==> config.mk <==
export PLATFORM = sky130hd
export DESIGN_NAME = ppa_adder
export DESIGN_NICKNAME = d
export VERILOG_FILES = /design/src/rtl/ppa_pkg.sv /design/src/rtl/ppa_gp_stage.sv /design/src/rtl/ppa_prefix_net.sv /design/src/rtl/ppa_carry_stage.sv /design/src/rtl/ppa_sum_stage.sv /design/src/rtl/ppa_adder.sv
export SDC_FILE = /design/constraint.sdc
export NUM_CORES = 1
export LEC_CHECK = 0
export BUFFER_PORTS_ARGS = -buffer_cell sky130_fd_sc_hd__buf_2
export CAP_MARGIN = 20
export CELL_PAD_IN_SITES_DETAIL_PLACEMENT = 2
export CELL_PAD_IN_SITES_GLOBAL_PLACEMENT = 2
export CORE_MARGIN = 8
export CORE_UTILIZATION = 23
export DETAILED_ROUTE_END_ITERATION = 10
export PLACE_DENSITY_LB_ADDON = 0.1
export SLEW_MARGIN = 20
export SYNTH_ARGS = -nofsm -noshare
export SYNTH_HDL_FRONTEND = slang
export SYNTH_HIERARCHICAL = 1
export SYNTH_SLANG_ARGS = --single-unit
==> constraint.sdc <==
create_clock -name vclk -period 1.75
set_clock_uncertainty 0.2 [all_clocks]
set_input_delay 0 -clock vclk [all_inputs]
set_output_delay 0 -clock vclk [all_outputs]
set_load 0.05 [all_outputs]
==> src/rtl/ppa_pkg.sv <==
package ppa_pkg;

  typedef enum logic [1:0] {
    TOPO_KS     = 2'd0,
    TOPO_BK     = 2'd1,
    TOPO_LF     = 2'd2,
    TOPO_SPARSE = 2'd3
  } topo_e;

  // Number of combine levels the chosen network needs.
  function automatic int stage_count(topo_e t, int n);
    int lv;
    lv = $clog2(n);
    if (t == TOPO_BK) return 2 * lv - 1;
    return lv;
  endfunction

  // Index of the lower node that node i combines with at stage s,
  // or -1 when node i passes through unchanged.
  function automatic int partner(topo_e t, int n, int s, int i);
    int lv;
    int d;
    int lp;
    lv = $clog2(n);
    d  = 1 << (s - 1);
    case (t)
      TOPO_KS: begin
        if (i >= d) return i - d;
        return -1;
      end
      TOPO_LF: begin
        if (((i >> (s - 1)) & 1) == 1) return ((i >> (s - 1)) << (s - 1)) - 1;
        return -1;
      end
      TOPO_BK: begin
        if (s <= lv) begin
          if (((i + 1) % (2 * d)) == 0) return i - d;
          return -1;
        end
        lp = 2 * lv - s;
        d  = 1 << (lp - 1);
        if ((((i + 1) % (2 * d)) == d) && (i >= 2 * d)) return i - d;
        return -1;
      end
      default: begin
        if (s == 1) begin
          if ((i % 2) == 1) return i - 1;
          return -1;
        end
        if (s == 2) begin
          if ((i % 4) == 3) return i - 2;
          return -1;
        end
        if (((i % 4) == 3) && (i >= d)) return i - d;
        return -1;
      end
    endcase
  endfunction

  // Lowest bit position covered by node i after stage s.
  function automatic int low_index(topo_e t, int n, int s, int i);
    int idx;
    int j;
    idx = i;
    for (int k = s; k >= 1; k--) begin
      j = partner(t, n, k, idx);
      if (j >= 0) idx = j;
    end
    return idx;
  endfunction

  // Full combine cell: {G, P}.
  function automatic logic [1:0] black_gp(logic gh, logic ph, logic gl, logic pl);
    return {gh | (ph & gl), ph & pl};
  endfunction

  // Reduced combine cell: G only.
  function automatic logic gray_g(logic gh, logic ph, logic gl);
    return gh | (ph & gl);
  endfunction

endpackage

==> src/rtl/ppa_gp_stage.sv <==
module ppa_gp_stage #(
  parameter int N = 16
) (
  input  logic [N-1:0] a_i,
  input  logic [N-1:0] b_i,
  input  logic         cin_i,
  output logic [N-1:0] gen_o,
  output logic [N-1:0] prop_o,
  output logic [N-1:0] seed_o
);
  import ppa_pkg::*;

  assign gen_o  = a_i & b_i;
  assign prop_o = a_i ^ b_i;

  // Bit 0 absorbs the carry-in, which sits at position -1.
  assign seed_o[0] = gray_g(gen_o[0], prop_o[0], cin_i);
  if (N > 1) begin : g_upper
    assign seed_o[N-1:1] = gen_o[N-1:1];
  end

endmodule

==> src/rtl/ppa_prefix_net.sv <==
module ppa_prefix_net
  import ppa_pkg::*;
#(
  parameter int    N    = 16,
  parameter topo_e TOPO = TOPO_KS
) (
  input  logic [N-1:0] seed_i,
  input  logic [N-1:0] prop_i,
  output logic [N-1:0] grp_g_o
);

  localparam int NS = stage_count(TOPO, N);

  logic [NS:0][N-1:0] g_st;
  logic [NS:0][N-1:0] p_st;

  assign g_st[0] = seed_i;
  assign p_st[0] = prop_i;

  for (genvar s = 1; s <= NS; s++) begin : g_stage
    for (genvar i = 0; i < N; i++) begin : g_node
      localparam int J = partner(TOPO, N, s, i);
      if (J < 0) begin : g_pass
        assign g_st[s][i] = g_st[s-1][i];
        assign p_st[s][i] = p_st[s-1][i];
      end else if (low_index(TOPO, N, s - 1, J) == 0) begin : g_gray
        // Result reaches the carry-in: only the generate is needed.
        assign g_st[s][i] = gray_g(g_st[s-1][i], p_st[s-1][i], g_st[s-1][J]);
        assign p_st[s][i] = 1'b0;
      end else begin : g_black
        assign {g_st[s][i], p_st[s][i]} =
          black_gp(g_st[s-1][i], p_st[s-1][i], g_st[s-1][J], p_st[s-1][J]);
      end
    end
  end

  assign grp_g_o = g_st[NS];

endmodule

==> src/rtl/ppa_carry_stage.sv <==
module ppa_carry_stage
  import ppa_pkg::*;
#(
  parameter int    N    = 16,
  parameter topo_e TOPO = TOPO_KS
) (
  input  logic [N-1:0] grp_g_i,
  input  logic [N-1:0] gen_i,
  input  logic [N-1:0] prop_i,
  input  logic         cin_i,
  output logic [N:0]   carry_o
);

  localparam int GW = 4;
  localparam int NG = N / GW;

  if (TOPO == TOPO_SPARSE) begin : g_sparse
    for (genvar k = 0; k < NG; k++) begin : g_grp
      logic [GW-1:0] rc;
      if (k == 0) begin : g_first
        assign rc[0] = cin_i;
      end else begin : g_rest
        assign rc[0] = grp_g_i[GW*k-1];
      end
      for (genvar j = 0; j < GW - 1; j++) begin : g_rip
        assign rc[j+1] = gray_g(gen_i[GW*k+j], prop_i[GW*k+j], rc[j]);
      end
      assign carry_o[GW*k +: GW] = rc;
    end
    assign carry_o[N] = grp_g_i[N-1];
  end else begin : g_dense
    assign carry_o[0]     = cin_i;
    assign carry_o[N:1]   = grp_g_i;
  end

endmodule

==> src/rtl/ppa_sum_stage.sv <==
module ppa_sum_stage #(
  parameter int N = 16
) (
  input  logic [N-1:0] prop_i,
  input  logic [N:0]   carry_i,
  output logic [N-1:0] sum_o,
  output logic         cout_o
);

  assign sum_o  = prop_i ^ carry_i[N-1:0];
  assign cout_o = carry_i[N];

endmodule

==> src/rtl/ppa_adder.sv <==
module ppa_adder
  import ppa_pkg::*;
#(
  parameter int    WIDTH = 16,
  parameter topo_e TOPO  = TOPO_KS
) (
  input  logic [WIDTH-1:0] a_i,
  input  logic [WIDTH-1:0] b_i,
  input  logic             cin_i,
  output logic [WIDTH-1:0] sum_o,
  output logic             cout_o
);

  logic [WIDTH-1:0] gen_w;
  logic [WIDTH-1:0] prop_w;
  logic [WIDTH-1:0] seed_w;
  logic [WIDTH-1:0] grp_g_w;
  logic [WIDTH:0]   carry_w;

  ppa_gp_stage #(.N(WIDTH)) u_gp (
    .a_i    (a_i),
    .b_i    (b_i),
    .cin_i  (cin_i),
    .gen_o  (gen_w),
    .prop_o (prop_w),
    .seed_o (seed_w)
  );

  ppa_prefix_net #(.N(WIDTH), .TOPO(TOPO)) u_net (
    .seed_i  (seed_w),
    .prop_i  (prop_w),
    .grp_g_o (grp_g_w)
  );

  ppa_carry_stage #(.N(WIDTH), .TOPO(TOPO)) u_carry (
    .grp_g_i (grp_g_w),
    .gen_i   (gen_w),
    .prop_i  (prop_w),
    .cin_i   (cin_i),
    .carry_o (carry_w)
  );

  ppa_sum_stage #(.N(WIDTH)) u_sum (
    .prop_i  (prop_w),
    .carry_i (carry_w),
    .sum_o   (sum_o),
    .cout_o  (cout_o)
  );

endmodule

# Word level (Yosys, flattened, before mapping)

Index checks and enable logic that the tools add are counted.

Latch bits: 0
Input bits: 33
Memories: 0
Memory bits (writable): 0
Register bits: 0
Bits in read-only memories: 0
Logic and storage cells: 137

Reductions and logical operators: 0
Multipliers: 0
Divide/modulo/power cells: 0
Eq/ne operators: 0
$lt $le $gt $ge: 0
Add/sub/neg operators: 0
Multiplexer cells: 0
Shift operators: 0
Bitwise logic cells: 137

Operators by type and width:

| cell               | count |
|---|---|
| AND 1 bit          | 84 |
| OR 1 bit           | 50 |
| bitwise XOR 16 bit | 2 |
| AND 16 bit         | 1 |

# Depth between registers and ports, before layout

Gate-level depths: netlist of run 1.

Depth in word-level cells: 11
Depth in mapped cells: 10

# Modules after synthesis

Netlist of run 1, hierarchy kept.

Modules (own cells, without submodules):

| module          | area an instance (um^2) | times used | cells each |
|---|---|---|---|
| ppa_prefix_net  | 371.6                   | 1          | 59 |
| ppa_gp_stage    | 320.3                   | 1          | 32 |
| ppa_sum_stage   | 147.6                   | 1          | 17 |
| ppa_carry_stage | 127.6                   | 1          | 17 |

# Worst setup path after synthesis of run 1

Ideal clock, no wire load.

Path kind: in2out
Start point: in a_i[0]
End point: out sum_o[15]
Slack: -0.658 ns
Buffers on the path: 1
Arrival: 2.208 ns
Cell stages on the path: 9
Cell sequence: ha_1 > a21o_1 > a211oi_2 > o21ai_1 > a21oi_2 > a21oi_2 > a221o_1 > buf_4 > xor2_1

Longest elaborated chain between the ends: 10
Elaborated cells on any way between the ends: 11

Ends and longest elaborated chain:

| item                   | line                | text |
|---|---|---|
| start: declaration     | ppa_adder.sv:7      | `input logic [WIDTH-1:0] a_i,` |
| bitwise XOR 16 bit     | ppa_gp_stage.sv:14  | `assign prop_o = a_i ^ b_i;` |
| AND 1 bit              | ppa_pkg.sv:79       | `return gh \| (ph & gl);` |
| OR 1 bit (*)           | ppa_pkg.sv:79       |  |
| named net seed_w[0]    | ppa_adder.sv:16     | `logic [WIDTH-1:0] seed_w;` |
| AND 1 bit (*)          | ppa_pkg.sv:79       |  |
| OR 1 bit (*)           | ppa_pkg.sv:79       |  |
| AND 1 bit (*)          | ppa_pkg.sv:79       |  |
| OR 1 bit (*)           | ppa_pkg.sv:79       |  |
| AND 1 bit (*)          | ppa_pkg.sv:79       |  |
| OR 1 bit (*)           | ppa_pkg.sv:79       |  |
| named net grp_g_w[14]  | ppa_adder.sv:17     | `logic [WIDTH-1:0] grp_g_w;` |
| bitwise XOR 16 bit (*) | ppa_sum_stage.sv:10 | `assign sum_o = prop_i ^ carry_i[N-1:0];` |
| end: declaration       | ppa_adder.sv:10     | `output logic [WIDTH-1:0] sum_o,` |

The timed path passes the listed nets; every way through them passes the cells marked *.

# Worst setup path after layout of run 1

Start point: in b_i[0]
End point: out sum_o[15]

Longest elaborated chain between the ends: 10
Elaborated cells on any way between the ends: 11

Ends and longest elaborated chain:

| item                  | line                | text |
|---|---|---|
| start: declaration    | ppa_adder.sv:8      | `input logic [WIDTH-1:0] b_i,` |
| bitwise XOR 16 bit    | ppa_gp_stage.sv:14  |  |
| named net prop_w[0]   | ppa_adder.sv:15     | `logic [WIDTH-1:0] prop_w;` |
| AND 1 bit             | ppa_pkg.sv:79       |  |
| OR 1 bit              | ppa_pkg.sv:79       |  |
| named net seed_w[0]   | ppa_adder.sv:16     |  |
| AND 1 bit             | ppa_pkg.sv:79       |  |
| OR 1 bit              | ppa_pkg.sv:79       |  |
| AND 1 bit             | ppa_pkg.sv:79       |  |
| OR 1 bit              | ppa_pkg.sv:79       |  |
| AND 1 bit             | ppa_pkg.sv:79       |  |
| OR 1 bit              | ppa_pkg.sv:79       |  |
| named net grp_g_w[14] | ppa_adder.sv:17     |  |
| bitwise XOR 16 bit    | ppa_sum_stage.sv:10 |  |

The timed path passes the listed nets, and every way through them passes these cells.

==> run summary, run 1 <==
HP Class: input pin to output port
Most frequent cell after synthesis: buf_4
Post-synthesis xor/xnor area fraction: 14.5%
Total Die Area: 0.00654 sq mm
Simple-gate share of the synthesized area: 9.57%
Switching Power: 640 uW
Layout cells sized above 1: 67.4%
Gpl congestion: 0.691
Register area: 0 sq um
Ant diodes: 0
Core Area: 0.00403 sq mm
MaxCap Viol Count: 0
Hold Vio Cnt, Final: 0
Final Max Slew Viols: 0
Post-synthesis compound-gate area fraction: 27.7%
Vias/cell: 4.55
Seq_cells: 0
RSZ-0062 raised after global routing: true
Max-Slew Margin vs Limit: 71.7%
DP HPWL: 2990 microns
Syn Inst Count: 125
Final Cycle Share: 116%
WHS Endpoint: sum_o[0]
Static leakage: 0.000855 uW
First-pass DRT Iterations: 3
DR iter-0 viols: 10
Placed inst area: 0.00144 sq mm
Post-synthesis cell area: 967 sq um
Adder-cell share of the synthesized area: 20.7%
Netlist cell types: 27
Number of port buffers: 50
Area share of the largest cell type after synthesis: 26.4%
Ys Warns: 6
Vias in the first global route: 1268
Flop pwr share: 0%
Slew @ Worst Pin: 0.420 ns
Syn nets: 174
Int Power: 466 uW
Non-Filler Instances: 231
Commonest cells in the synthesized netlist: buf_4, ha_1, xor2_1, a21oi_1, a21o_1
CP Class: input pin to output port
Clock buffer cells: 0
Cell taking the most area after synthesis: buf_4
Count of boundary I/O pins: 50
GRT overflow: 0
Routed WL: 3730 microns
Std cell rows: 23
Die Y-Extent: 80.8 microns
Post-synthesis sequential area ratio: 0%
CP startpoint kind: input pin
Final Core Density: 43.0%
Multiplexer area fraction after synthesis: 0%
Die Wd: 80.8 microns
WP data arrival: 1.83 ns
Hold_sp: cin_i
Initial Util: 24.0%
Final Cell Area: 0.00173 sq mm
Status: finished, violations left
Cell count after placement: 223
Maximum vdd ir drop: 0.000228 V
Cell Pwr Density: 638 mW/mm^2
Synth area leaders: buf_4, ha_1, xor2_1
Synthesis-to-finish area growth: 79.2%
Routed length per instance: 16.1 microns
Worst setup margin: -0.277 ns
Global-route wire length before repair: 5710 microns
Vias: 1050
Worst hold path depth: 3
Net Sw Frac: 57.9%
Crit path max fanout: 2
Total Routing Usage GR: 10.7%
Combinational share of power: 100.0%
Fin nets: 232
Antenna violation net count after detailed routing: 0
Post-route DRC: 0
Setup Viol. Count Final: 10
Failing checks: setup timing
Max Freq: 0.493 GHz
Clock period minus worst slack: 2.03 ns
Largest net degree at the start of global routing: 6
Clk pwr share: 0%
Setup crit end kind: output port
Worst hold slack: 0.168 ns
Worst Path Required: 1.55 ns
Syn_area_per_cell: 7.74 sq um
Power, Total: 1110 uW
Largest family of logic cells by synthesized area: compound AO/OA/AOI/OAI gates
Initial antenna violation count: 0
==> cell type report <==
cell class                      instances  area [sq um]
Tap cell                               50          62.6
Fill cell                             463          2300
Inverter                                3          13.8
Multi-Input combinational cell         88           993
Timing Repair Buffer                   90           663
==> layout by cell type, fill, tap and decap left out, types with 2 or more instances in the layout <==
master | netlist | final
buf_6 | 0 | 18
xor2_2 | 0 | 5
a21o_1 | 8 | 7
ha_1 | 16 | 15
buf_2 | 0 | 35
o21ai_2 | 0 | 2
xor2_1 | 16 | 4
inv_1 | 2 | 2
a21oi_2 | 2 | 3
nand2b_4 | 0 | 2
a21oi_1 | 10 | 8
o21a_1 | 2 | 2
nand2_1 | 6 | 4
nand2_2 | 0 | 2
a211oi_2 | 1 | 2
o21ai_1 | 4 | 3
buf_4 | 34 | 36
nor2_1 | 5 | 5
xor2_4 | 0 | 7
==> cells by family after synthesis <==
| kind of cell | after synthesis |
|---|---|
| AOI/OAI and AO/OA | 37 |
| buffers and inverters | 37 |
| and+or+nand+nor | 19 |
| xor gates and xnor gates | 16 |
| adders and majority gates | 16 |
==> per-stage QoR <==
step / TNS (ns) / setup slack [ns]
floorplan: -0.591 / -0.183
global placement: -2.88 / -0.427
detailed placement: -3.16 / -0.452
CTS: -2.42 / -0.357
global route: -2.61 / -0.377
finish: -1.78 / -0.277
==> worst max-delay path, cell delays in order <==
cell and delay [ns]:
buf_6 0.10, ha_4 0.22, a21o_1 0.17, a211oi_2 0.25, o21ai_2 0.11, a21oi_2 0.18, a21oi_2 0.10, a221o_1 0.37
xor2_4 0.17, buf_6 0.15
==> worst max path at each step <==
stage	startpoint	end	slack (ns)	cells after the start
floorplan	a_i[0]	sum_o[15]	-0.18	9
global placement	a_i[0]	sum_o[15]	-0.43	10
finish	b_i[0]	sum_o[15]	-0.28	10
global route	b_i[0]	sum_o[15]	-0.38	10
CTS	b_i[0]	sum_o[15]	-0.36	10
detailed placement	a_i[0]	sum_o[15]	-0.45	10
==> what timing repair did <==
action | in CTS | in global routing
gates resized for setup | 36 | 19
gates cloned | 0 | 0
pin swaps | 15 | 19
setup buffers | 4 | 4
hold buffers | 0 | 0
setup endpoints to repair | 12 | 13
==> routing by layer <==
metal / share of wire [%] / GRT usage, % / wire [microns] / vias to the layer above
met2: 57 / 22.9 / 2120 / 36
li1: - / - / - / 511
met5: 0 / 0 / 0 / -
met1: 34 / 10.7 / 1260 / 497
met3: 7.4 / 1.77 / 275 / 6
met4: 2.0 / 0 / 74 / 0
==> power by group through the flow <==
| stage | clock network (uW) | logic [uW] | registers [uW] |
|---|---|---|---|
| after floorplan | 0 | 723 | 0 |
| after global placement | 0 | 883 | 0 |
| after detailed placement | 0 | 905 | 0 |
| after CTS | 0 | 1040 | 0 |
| after global routing | 0 | 1180 | 0 |
| final | 0 | 1110 | 0 |
(Power assumes the default switching activity.)
==> run 2: changes to the inputs <==
ABC_AREA = 1   (was not set)
CORE_UTILIZATION = 21   (was 23)
==> run summary, run 2 <==
CTS Hold Bufs: 0 (unchanged)
Adder-cell share of the synthesized area: 14.9% (-5.8 points)
Clock buffer cells: 0 (unchanged)
Total Routing Usage GR: 9.07% (-1.6 points)
Gpl congestion: 0.717 (+3.9%)
Routed length per instance: 10.6 microns (-34%)
Post-route DRC: 0 (unchanged)
Placed inst area: 0.00150 sq mm (+4.2%)
Layout fillers: 847 (+83%)
HP Class: input pin to output port
Fin nets: 349 (+50%)
WP data arrival: 1.39 ns (-0.44 ns)
Setup crit end kind: output port
Post-synthesis sequential area ratio: 0% (unchanged)
Multiplexer area fraction after synthesis: 0% (unchanged)
Post-synthesis cell area: 0.00135 sq mm (+39%)
Antenna violation net count after detailed routing: 0 (unchanged)
Slew @ Worst Pin: 0.253 ns (-0.167 ns)
Worst Path Required: 1.55 ns (about the same)
Synthesis-to-finish area growth: 19.5%
Routed WL: 3990 microns (+7.0%)
Synth area leaders: nand2_1, inv_1, buf_4
DR iter-0 viols: 11 (+1)
Max Freq: 0.631 GHz (+28%)
Seq_cells: 0 (unchanged)
Final Max Slew Viols: 0 (unchanged)
Register area: 0 sq um (unchanged)
Cell taking the most area after synthesis: nand2_1
Max-Slew Margin vs Limit: 83.2% (+12 points)
Vias in the first global route: 1692 (+33%)
Area share of the largest cell type after synthesis: 33.4% (+7.0 points)
First-pass DRT Iterations: 4 (+1)
Die Y-Extent: 96.1 microns (+19%)
Cell Pwr Density: 503 mW/mm^2 (-21%)
Layout cells sized above 1: 27.2% (-40 points)
Commonest cells in the synthesized netlist: nand2_1, inv_1, buf_4, ha_1, nor2_1
MaxCap Viol Count: 0 (unchanged)
Final Cell Area: 0.00161 sq mm (-7.1%)
Most frequent cell after synthesis: nand2_1
Simple-gate share of the synthesized area: 42.5% (+33 points)
Netlist cell types: 12 (-56%)
Vias: 1527 (+45%)
Crit path max fanout: 4 (+2)
Largest family of logic cells by synthesized area: simple AND/OR/NAND/NOR gates
Crit-path slowest cell: ha_1
GRT overflow: 0 (unchanged)
Setup Viol. Count Final: 0 (-10)
CP Cell Sequence: buf_2 > ha_1 > nand2_1 > nand2_2 > nor2_1 > a21oi_4 > buf_4 > inv_1 > nand2_1 > nand2_1 > buf_2
Post-Route Setup TNS: 0 ns (+1.78 ns)
Highest-count cells in the layout ignoring fill and taps: nand2_1, inv_1, buf_2
Max stage delay on crit path: 0.33 ns (-0.04 ns)
Global-route wire length before repair: 7140 microns (+25%)
CP most frequent cell: nand2_1
Ant diodes: 0 (unchanged)
Core Area: 0.00628 sq mm (+56%)
CP startpoint kind: input pin
Multi-input gate area: 913 sq um (-8.1%)
Ys Warns: 6 (unchanged)
CP Class: input pin to output port
DP HPWL: 3770 microns (+26%)
Total Die Area: 0.00924 sq mm (+41%)
Number of port buffers: 50 (unchanged)
Hold Vio Cnt, Final: 0 (unchanged)
Count of boundary I/O pins: 50 (unchanged)
Vias/cell: 4.07 (-10%)
Post-synthesis xor/xnor area fraction: 0% (-14 points)
Std cell rows: 29 (+26%)
Initial antenna violation count: 0 (unchanged)
Top delay family on crit path: buffers and inverters
Post-synthesis compound-gate area fraction: 4.46% (-23 points)
Syn_area_per_cell: 4.92 sq um (-36%)
Maximum vdd ir drop: 0.000174 V (-24%)
Largest net degree at the start of global routing: 8 (+2)
Clock period minus worst slack: 1.59 ns (-0.442 ns)
Syn nets: 323 (+86%)
CP bufs+invs: 4 (+2)
Initial Util: 21.5% (-2.5 points)
Static leakage: 0.00113 uW (+32%)
Commonest non-fill, non-tap cell in the layout: nand2_1
Status: finished clean
Syn Inst Count: 274 (+120%)
Final Cycle Share: 90.6% (-25 points)
Die Wd: 96.1 microns (+19%)
## run 2: layer usage
metal | GRT usage (%) | vias to the layer above | wire length, microns
met4 | 0 | 0 | 0
met3 | 0.624 | 0 | 207
met2 | 16.2 | 26 | 1830
met5 | 0 | - | 0
met1 | 12.2 | 694 | 1950
li1 | - | 807 | -
## run 2: worst min-delay path, stage by stage
cell,delay (ns)
buf_2,0.11
nand2_1,0.06
nand2_1,0.05
buf_2,0.20
## run 2: logic make-up (layout without fill, tap and decap cells)
| kind of cell | after synthesis | after routing |
|---|---|---|
| and+or+nand+nor | 145 | 145 |
| adders and majority gates | 16 | 16 |
| buffers and inverters | 103 | 127 |
| AOI/OAI and AO/OA | 10 | 10 |
## run 2: final timing paths
| kind | start | cells past startpoint | end | slack [ns] |
|---|---|---|---|---|
| max | a_i[5] | 11 | sum_o[6] | 0.16 |
| min | cin_i | 4 | sum_o[0] | 0.22 |
## run 2: final cells by class
class                           count  area share (%)
Multi-Input combinational cell    171            56.7
Timing Repair Buffer               58            21.2
Inverter                           69            16.1
Tap cell                           77            5.98
## run 2: what timing repair did
item | 4_1_cts | 5_1_grt
pin swaps | 0 | 3
cloned | 0 | 0
resized for setup | 2 | 30
endpoints found under the setup margin | 2 | 11
buffers inserted | 0 | 0
## run 2: report_power, final
group	internal, uW	switching (uW)
registers	0	0
clock network	0	0
logic	265	545
total	265	545
## run 2: per-stage QoR
stage               total power (uW)  hold slack, ns  std cells  worst slack, ns  utilization (%)
floorplan                        634           0.226        274            0.145                -
global route                     908           0.257        375         -0.00960             25.7
finish                           810           0.221        375            0.165             25.7
detailed placement               770           0.223        375          -0.0243             23.9
global placement                 758           0.222        375        0.0000753             23.9
CTS                              778           0.225        375          0.00210             24.0
